[config.mk]
export PLATFORM = sky130hd
export DESIGN_NAME = lo_phase_gen
export DESIGN_NICKNAME = d
export VERILOG_FILES = /design/src/rtl/lo_gen_pkg.sv /design/src/rtl/lo_rst_sync.sv /design/src/rtl/lo_cfg_shift.sv /design/src/rtl/lo_chan.sv /design/src/rtl/lo_phase_gen.sv
export SDC_FILE = /design/constraint.sdc
export NUM_CORES = 1
export LEC_CHECK = 0
export BUFFER_PORTS_ARGS = -buffer_cell sky130_fd_sc_hd__buf_4
export CAP_MARGIN = 20
export CELL_PAD_IN_SITES_DETAIL_PLACEMENT = 1
export CELL_PAD_IN_SITES_GLOBAL_PLACEMENT = 1
export CORE_UTILIZATION = 51
export DETAILED_ROUTE_END_ITERATION = 7
export PLACE_DENSITY = 0.84
export SLEW_MARGIN = 20
export SYNTH_ARGS = -nofsm -noshare
export SYNTH_HDL_FRONTEND = slang
export SYNTH_SLANG_ARGS = --single-unit
[constraint.sdc]
create_clock -name clk -period 5.25 [get_ports clk]
set_input_delay 0.525 -clock clk [delete_from_list [all_inputs] [get_ports clk]]
set_output_delay 0.525 -clock clk [all_outputs]
set_load 0.02 [all_outputs]
[src/rtl/lo_gen_pkg.sv]
`timescale 1ns/1ps
package lo_gen_pkg;
  localparam int CFG_W = 5;   // bits per channel in the serial stream
  localparam int PH8_W = 3;   // shared divide-by-eight counter width
  localparam int PH4_W = 2;   // per-channel divide-by-four counter width

  typedef enum logic [1:0] {
    MODE_OFF   = 2'b00,
    MODE_EIGHT = 2'b01,
    MODE_FOUR  = 2'b10,
    MODE_EXT   = 2'b11
  } lo_mode_e;

  // ph holds {B1,B2,B3}; ph[0] is B3 (LSB)
  typedef struct packed {
    logic             off;
    logic [PH8_W-1:0] ph;
  } chan_cfg_t;
endpackage

[src/rtl/lo_rst_sync.sv]
`timescale 1ns/1ps
module lo_rst_sync (
  input  logic clk,
  input  logic rst_n,
  output logic rst_sync_n
);
  logic [1:0] stg_q;

  always_ff @(posedge clk or negedge rst_n) begin
    if (!rst_n) stg_q <= 2'b00;
    else        stg_q <= {stg_q[0], 1'b1};
  end

  assign rst_sync_n = stg_q[1];
endmodule

[src/rtl/lo_cfg_shift.sv]
`timescale 1ns/1ps
module lo_cfg_shift
  import lo_gen_pkg::*;
#(
  parameter int N_CH = 8
) (
  input  logic                       clk,
  input  logic                       rst_n,
  input  logic                       ser_data,
  input  logic                       ser_shift,
  input  logic                       ser_load,
  output chan_cfg_t [N_CH-1:0]       cfg_o
);
  localparam int SR_W = N_CH * CFG_W;

  logic [SR_W-1:0]       sr_q, sr_d;
  chan_cfg_t [N_CH-1:0]  stage_q, stage_d, decoded;

  // first bit shifted ends at the MSB: channel 0, B0
  always_comb begin
    sr_d = sr_q;
    if (ser_shift) sr_d = {sr_q[SR_W-2:0], ser_data};
  end

  for (genvar c = 0; c < N_CH; c++) begin : g_dec
    localparam int BASE = SR_W - 1 - c * CFG_W;  // position of B0
    assign decoded[c].off = sr_q[BASE-4];
    assign decoded[c].ph  = {sr_q[BASE-1], sr_q[BASE-2], sr_q[BASE-3]};
  end

  always_comb begin
    stage_d = stage_q;
    if (ser_load) stage_d = decoded;
  end

  always_ff @(posedge clk or negedge rst_n) begin
    if (!rst_n) begin
      sr_q    <= '0;
      stage_q <= {N_CH{chan_cfg_t'{off: 1'b1, ph: '0}}};
    end else begin
      sr_q    <= sr_d;
      stage_q <= stage_d;
    end
  end

  assign cfg_o = stage_q;

  // configuration only changes on a load strobe
  a_r6_stage_hold: assert property (@(posedge clk) disable iff (!rst_n)
    !ser_load |=> $stable(stage_q));
endmodule

[src/rtl/lo_chan.sv]
`timescale 1ns/1ps
module lo_chan
  import lo_gen_pkg::*;
(
  input  logic             clk,
  input  logic             rst_n,
  input  lo_mode_e         mode,
  input  logic             tick4,
  input  logic             sync_rst,
  input  logic [PH8_W-1:0] cnt8,
  input  logic             wrap8,
  input  chan_cfg_t        cfg,
  output logic             lo
);
  localparam logic [PH4_W-1:0] LAST4 = {PH4_W{1'b1}};

  logic [PH4_W-1:0] cnt4_q, cnt4_d, diff4;
  logic [PH8_W-1:0] ph_q, ph_d, diff8;
  logic             wrap4, upd, lo_raw;

  assign wrap4 = tick4 && (cnt4_q == LAST4) && !sync_rst;

  always_comb begin
    cnt4_d = cnt4_q;
    if (sync_rst)   cnt4_d = '0;
    else if (tick4) cnt4_d = cnt4_q + 1'b1;
  end

  always_comb begin
    unique case (mode)
      MODE_EIGHT: upd = wrap8;
      MODE_FOUR:  upd = wrap4;
      default:    upd = 1'b1;
    endcase
    if (sync_rst) upd = 1'b1;
    ph_d = upd ? cfg.ph : ph_q;
  end

  always_ff @(posedge clk or negedge rst_n) begin
    if (!rst_n) begin
      cnt4_q <= '0;
      ph_q   <= '0;
    end else begin
      cnt4_q <= cnt4_d;
      ph_q   <= ph_d;
    end
  end

  assign diff8 = cnt8 - ph_q;
  assign diff4 = cnt4_q - ph_q[PH4_W-1:0];

  always_comb begin
    unique case (mode)
      MODE_EIGHT: lo_raw = !cfg.off && !diff8[PH8_W-1];
      MODE_FOUR:  lo_raw = !cfg.off && !diff4[PH4_W-1];
      MODE_EXT:   lo_raw = !cnt4_q[PH4_W-1];
      default:    lo_raw = 1'b0;
    endcase
  end

  assign lo = lo_raw && rst_n;

  // restart clears the per-channel divider
  a_r8_div_restart: assert property (@(posedge clk) disable iff (!rst_n)
    sync_rst |=> (cnt4_q == '0));
  // in four-phase mode the phase only moves at a wrap
  a_r7_phase_hold: assert property (@(posedge clk) disable iff (!rst_n)
    (mode == MODE_FOUR && !sync_rst && cnt4_q != LAST4) |=> $stable(ph_q));
  // off bit keeps the output low in programmed modes
  a_r5_off_low: assert property (@(posedge clk) disable iff (!rst_n)
    ((mode == MODE_EIGHT || mode == MODE_FOUR) && cfg.off) |-> !lo);
endmodule

[src/rtl/lo_phase_gen.sv]
`timescale 1ns/1ps
module lo_phase_gen
  import lo_gen_pkg::*;
#(
  parameter int N_CH = 8
) (
  input  logic            clk,
  input  logic            rst_n,
  input  logic [1:0]      mode,
  input  logic            ref8_tick,
  input  logic [N_CH-1:0] ref4_tick,
  input  logic            sync_rst,
  input  logic            ser_data,
  input  logic            ser_shift,
  input  logic            ser_load,
  output logic [N_CH-1:0] lo_out
);
  localparam logic [PH8_W-1:0] LAST8 = {PH8_W{1'b1}};

  logic                 rst_int_n;
  lo_mode_e             mode_e;
  chan_cfg_t [N_CH-1:0] cfg;
  logic [PH8_W-1:0]     cnt8_q, cnt8_d;
  logic                 wrap8;

  assign mode_e = lo_mode_e'(mode);

  lo_rst_sync u_rst (
    .clk        (clk),
    .rst_n      (rst_n),
    .rst_sync_n (rst_int_n)
  );

  lo_cfg_shift #(.N_CH(N_CH)) u_cfg (
    .clk       (clk),
    .rst_n     (rst_int_n),
    .ser_data  (ser_data),
    .ser_shift (ser_shift),
    .ser_load  (ser_load),
    .cfg_o     (cfg)
  );

  assign wrap8 = ref8_tick && (cnt8_q == LAST8) && !sync_rst;

  always_comb begin
    cnt8_d = cnt8_q;
    if (sync_rst)       cnt8_d = '0;
    else if (ref8_tick) cnt8_d = cnt8_q + 1'b1;
  end

  always_ff @(posedge clk or negedge rst_int_n) begin
    if (!rst_int_n) cnt8_q <= '0;
    else            cnt8_q <= cnt8_d;
  end

  for (genvar c = 0; c < N_CH; c++) begin : g_ch
    lo_chan u_ch (
      .clk      (clk),
      .rst_n    (rst_int_n),
      .mode     (mode_e),
      .tick4    (ref4_tick[c]),
      .sync_rst (sync_rst),
      .cnt8     (cnt8_q),
      .wrap8    (wrap8),
      .cfg      (cfg[c]),
      .lo       (lo_out[c])
    );
  end

  // disabled mode drives nothing
  a_r1_off_mode: assert property (@(posedge clk) disable iff (!rst_int_n)
    (mode_e == MODE_OFF) |-> (lo_out == '0));
  // restart clears the shared divider
  a_r8_shared_restart: assert property (@(posedge clk) disable iff (!rst_int_n)
    sync_rst |=> (cnt8_q == '0));
endmodule

Word-level counts from Yosys, hierarchy flattened
Cells that the tools add are included.
W data, S select, Z words.
{"block": "totals", "inputBits": 17, "out_inout_bits": 8, "register_bits": 116, "wordCells": 198}
{"block": "op_classes", "eq_ne": 12, "muxes": 42, "add_sub_neg": 25, "reduce_logical": 84}
{"cell": "$logic_and A1 B1 Y1", "n": 42}
{"cell": "$logic_not A1 Y1", "n": 33}
{"cell": "$mux W2", "n": 16}
{"cell": "$pmux W1 S3", "n": 8}
{"cell": "$sub A3 B3 Y3", "n": 8}
{"cell": "$eq A2 B2 Y1 const B", "n": 10}
{"cell": "$reduce_bool A2 Y1", "n": 9}
{"cell": "$add A2 B1 Y2 const B", "n": 8}
{"cell": "$pmux W1 S2", "n": 8}
{"cell": "$sub A2 B2 Y2", "n": 8}
{"cell": "$mux W1", "n": 8}
{"cell": "$mux W3", "n": 2}
{"cell": "$add A3 B1 Y3 const B", "n": 1}
{"cell": "$eq A3 B3 Y1 const B", "n": 1}
{"cell": "$eq A2 B1 Y1 const B", "n": 1}

Longest topological paths before layout
{"block": "logic_depth", "ltp_word": 5, "depth_mapped": 7, "mapped_depth_nobuf": 6}

Hierarchy
A second synthesis with hierarchy kept.
{"block": "hier_totals", "hier_cells": 462, "hier_area_um2": 5988.2}
{"module": "lo_chan", "cells_each": 37, "seq_area_each_um2": 125.1, "area_per_inst_um2": 385.4, "n_inst": 8}
{"module": "lo_cfg_shift", "cells_each": 150, "seq_area_each_um2": 1786.7, "area_per_inst_um2": 2703.8, "n_inst": 1}
{"module": "lo_phase_gen", "cells_each": 13, "seq_area_each_um2": 75.1, "area_per_inst_um2": 147.6, "n_inst": 1}
{"module": "lo_rst_sync", "cells_each": 3, "seq_area_each_um2": 50.0, "area_per_inst_um2": 53.8, "n_inst": 1}

Worst setup path before layout
No wires, ideal clock.
{"block": "synth_timing", "kind": "register to output", "startpoint": "register u_rst.stg_q[1]", "endpoint": "output lo_out[2]", "path_stages_with_launch": 5, "t_required_ps": 4725, "arrival_time_ps": 4270, "path_buffers": 1, "path_slack_ps": 455, "path_cell_list": "dfrtp_1 -> nand4b_1 -> o32a_1 -> o31ai_1 -> buf_4"}
{"block": "synth_between", "elab_chain_len": 1}
{"item": "start, declared", "line_no": "lo_rst_sync.sv:7", "source": "logic [1:0] stg_q;"}
{"item": "start signal, assigned", "line_no": "lo_rst_sync.sv:11", "source": "else stg_q <= {stg_q[0], 1'b1};"}
{"item": "$logic_and A1 B1 Y1", "line_no": "lo_chan.sv:61", "source": "assign lo = lo_raw && rst_n;"}
{"item": "end, declared", "line_no": "lo_phase_gen.sv:16", "source": "output logic [N_CH-1:0] lo_out"}
Every way passes these cells.

Final worst setup path
{"block": "layout_timing", "startpoint": "register u_rst.stg_q[1]", "endpoint": "output lo_out[4]"}
The elaborated chain is that of the path after synthesis.

==> metrics.yaml <==
outcome: "completed"
crit_chain: "nand3b_1, or2_0, o31ai_1, buf_4"
finalHoldViolations: 0
synth_xor_xnor_area_share_pct: 6.489
grt_pass1_vias: 3572
tritoncts: "yes"
firstDrtPassIters: 4
synth_cells: 393
yosys.area_share.simple_pct: 4.431
path_clk_slew_ps: 60
antenna_found_initial: 0
io-pin-count: 25
antenna_cells: 0
holdBufCountCts: 1
gp_congestion: 0.7525
p_int_uw: 2286
finClkSkew_ps: 7.595
synth_top_family_by_area: "multiplexers"
vias: 3108
cp-start-kind: "flop"
cp_slowest_cell: "dfrtp_4"
ys_seq_area_share_pct: 52.63
post-route-min-period_ps: 3423
area_growth_pct: 14.81
gr-total-overflow: 0
coreArea_um2: 10420
clock.fmax_mhz: 292.2
netSwitchingFraction_pct: 27.28
min_period_over_period_pct: 65.19
die_w_um: 106.2
clock_latency_ps: 530
drt_iter0_markers: 150
drv_cap: 0
routed_via_density: 5.501
critical_path.max_stage_delay_ps: 850
initial_utilization_pct: 53.13
pwr-share-comb_pct: 20.6
fin_tns_setup_ps: 0
critPathCaptureType: "primary output"
clock-sinks: 116
synth.area.mux_share_pct: 22.77
syn_avg_cell_area_um2: 14.08
numCtsBuffers: 17
p_per_area_nw_per_um2: 494.7
critical_path_required_ps: 4720
yosysUniqueCellTypes: 31
fp-row-count: 37
synth_compound_area_share_pct: 5.675
timing_max_transition_violations_final: 0
clockPowerShare_pct: 36.0
ant_nets: 0
min_path_type: "input port to flop"
p_leak_uw: 0.002966
cp_max_fo: 53
synth-adder-area-share_pct: 4.974
cts.path.max_buffers: 2
wl_per_cell_um: 20.61
p_seq_share_pct: 43.4
grt_pass1_wl_mm: 19.45
drt-total-wl_mm: 11.65
final-setup-viol-count: 0
cp.arrival_ps: 2900
vdd_ir_drop_max_mv: 0.2409
synth_fp_nets: 432
p_switching_uw: 857.3
hpwl_mm: 7.114
grt.total_usage_pct: 23.75
numPortBuffers: 24
synth.ff_latch_count: 116
die-area_um2: 11270
ys_warn_count: 0
layout.nets: 455
syn_area_um2: 5534
cts_root_buf: "clkbuf_8"
drc: 0
htree_levels: 4
layout-drive-gt1-share_pct: 38.69
rsz0062_at_grt: "false"
tightest_slew_ps: 799.8
die_y_um: 106.2
holdWs_ps: 229.9
cts_setup_buffers: 0
crit_type: "flop to primary output"
slew_headroom_pct: 46.68
grt_max_degree: 66
cts_resized: 0
==> Yosys cell counts <==
library cell	n	share of area, %
a31o_4	8	2.5
mux2_4	24	6.5
a31oi_1	1	0.11
dfrtp_1	108	49
nand4b_1	1	0.16
clkbuf_1	2	0.14
nor2_1	21	1.4
xor2_1	1	0.16
mux2_2	70	14
nand3_2	1	0.18
xnor2_1	40	6.3
inv_1	10	0.68
or2_0	1	0.11
nor2b_1	8	0.90
o31ai_1	7	0.95
buf_4	8	1.1
nand3b_4	1	0.36
o32a_1	7	1.3
dfstp_2	8	3.8
buf_2	10	0.90
mux2_1	1	0.20
ha_1	22	5.0
buf_1	1	0.068
conb_1	1	0.068
nand3b_1	2	0.27
nand2b_1	8	0.90
mux2i_1	10	1.8
or3_1	1	0.11
a21oi_1	8	0.72
o21ai_0	1	0.090
clkbuf_2	1	0.090
==> registers in the layout, indices dropped and copies added (netlist names) <==
register / flops
g_ch.u_ch.cnt4_q: 16
g_ch.u_ch.ph_q: 24
cnt8_q: 3
u_cfg.cfg_o: 32
u_rst.stg_q: 2
u_cfg.sr_q: 39
==> worst max-delay path, delay by kind of cell (launching register included) <==
family	cells	cell delay [ps]
buffers and inverters	1	220
and+or+nand+nor	2	780
AOI/OAI and AO/OA	1	490
DFF	1	850
==> metrics by stage <==
| stage | power (uW) | setup WS [ps] | util (%) | instances | cell area (um^2) |
|---|---|---|---|---|---|
| after floorplan | 1843 | 455.2 | - | 393 | 5534 |
| after global placement | 1953 | 2071 | 55.39 | 532 | 5769 |
| after detailed placement | 2016 | 2040 | 55.39 | 532 | 5769 |
| after CTS | 3180 | 1776 | 61.00 | 565 | 6354 |
| after global routing | 3302 | 1655 | 61.00 | 565 | 6354 |
| final | 3143 | 1827 | 61.00 | 565 | 6354 |
==> power groups by stage <==
stage | Clock [uW] | Combinational (uW) | Sequential (uW)
after global placement | 0 | 597 | 1360
after detailed placement | 0 | 639 | 1380
after floorplan | 0 | 543 | 1300
after global routing | 1190 | 707 | 1400
final | 1130 | 646 | 1360
after CTS | 1150 | 658 | 1370
==> path summary, 6_finish.rpt <==
kind	startpoint	end	slack [ps]	depth (start not counted)
setup / recovery	u_rst.stg_q[1]	lo_out[4]	1830	4
hold / removal	ser_data	u_cfg.sr_q[0]	230	2
setup reg to reg	cnt8_q[1]	g_ch[6].u_ch.ph_q[1]	3210	6
hold reg to reg	u_rst.stg_q[1]	u_cfg.sr_q[11]	360	0
max in group asynchronous	u_rst.stg_q[1]	g_ch[5].u_ch.cnt4_q[0]	3630	1
min in group asynchronous	rst_n	u_rst.stg_q[1]	320	2
==> logic make-up after synthesis <==
family	count (synthesis)
mux	105
buf+inv	32
other cells	1
flops	116
compound gates	32
xor+xnor	41
simple gates	44
fa+ha+maj	22
==> final cells by class <==
| type | instances | area (um^2) |
|---|---|---|
| Clock buffer | 22 | 442.9 |
| Clock inverter | 10 | 131.4 |
| Fill cell | 992 | 4063 |
| Inverter | 10 | 37.54 |
| Multi-Input combinational cell | 245 | 2457 |
| Sequential cell | 116 | 2917 |
| Tap cell | 136 | 170.2 |
| Timing Repair Buffer | 26 | 197.7 |
==> cells in the final DEF (no fill, tap or decap), drive strengths merged, types with 6 or more instances in the layout <==
master / synthesis / layout
ha: 22 / 22
clkinv: 0 / 6
nor2b: 8 / 8
dfstp: 8 / 8
xnor2: 40 / 40
nand2b: 8 / 8
mux2i: 10 / 10
o32a: 7 / 7
dfrtp: 108 / 108
buf: 19 / 25
a31o: 8 / 8
nor2: 21 / 21
mux2: 95 / 95
a21oi: 8 / 8
o31ai: 7 / 7
clkbuf: 3 / 22
inv: 10 / 10
==> per-layer routing <==
metal | up-vias | wire length, um | track usage, % | part of all wire [%]
li1 | 1407 | - | - | -
met1 | 1641 | 5091 | 30.01 | 44
met2 | 41 | 6009 | 38.87 | 52
met3 | 19 | 346 | 6.254 | 3.0
met4 | 0 | 199 | 9.425 | 1.7
met5 | - | 0 | 0 | 0
Power figures use the tool's default switching activity.
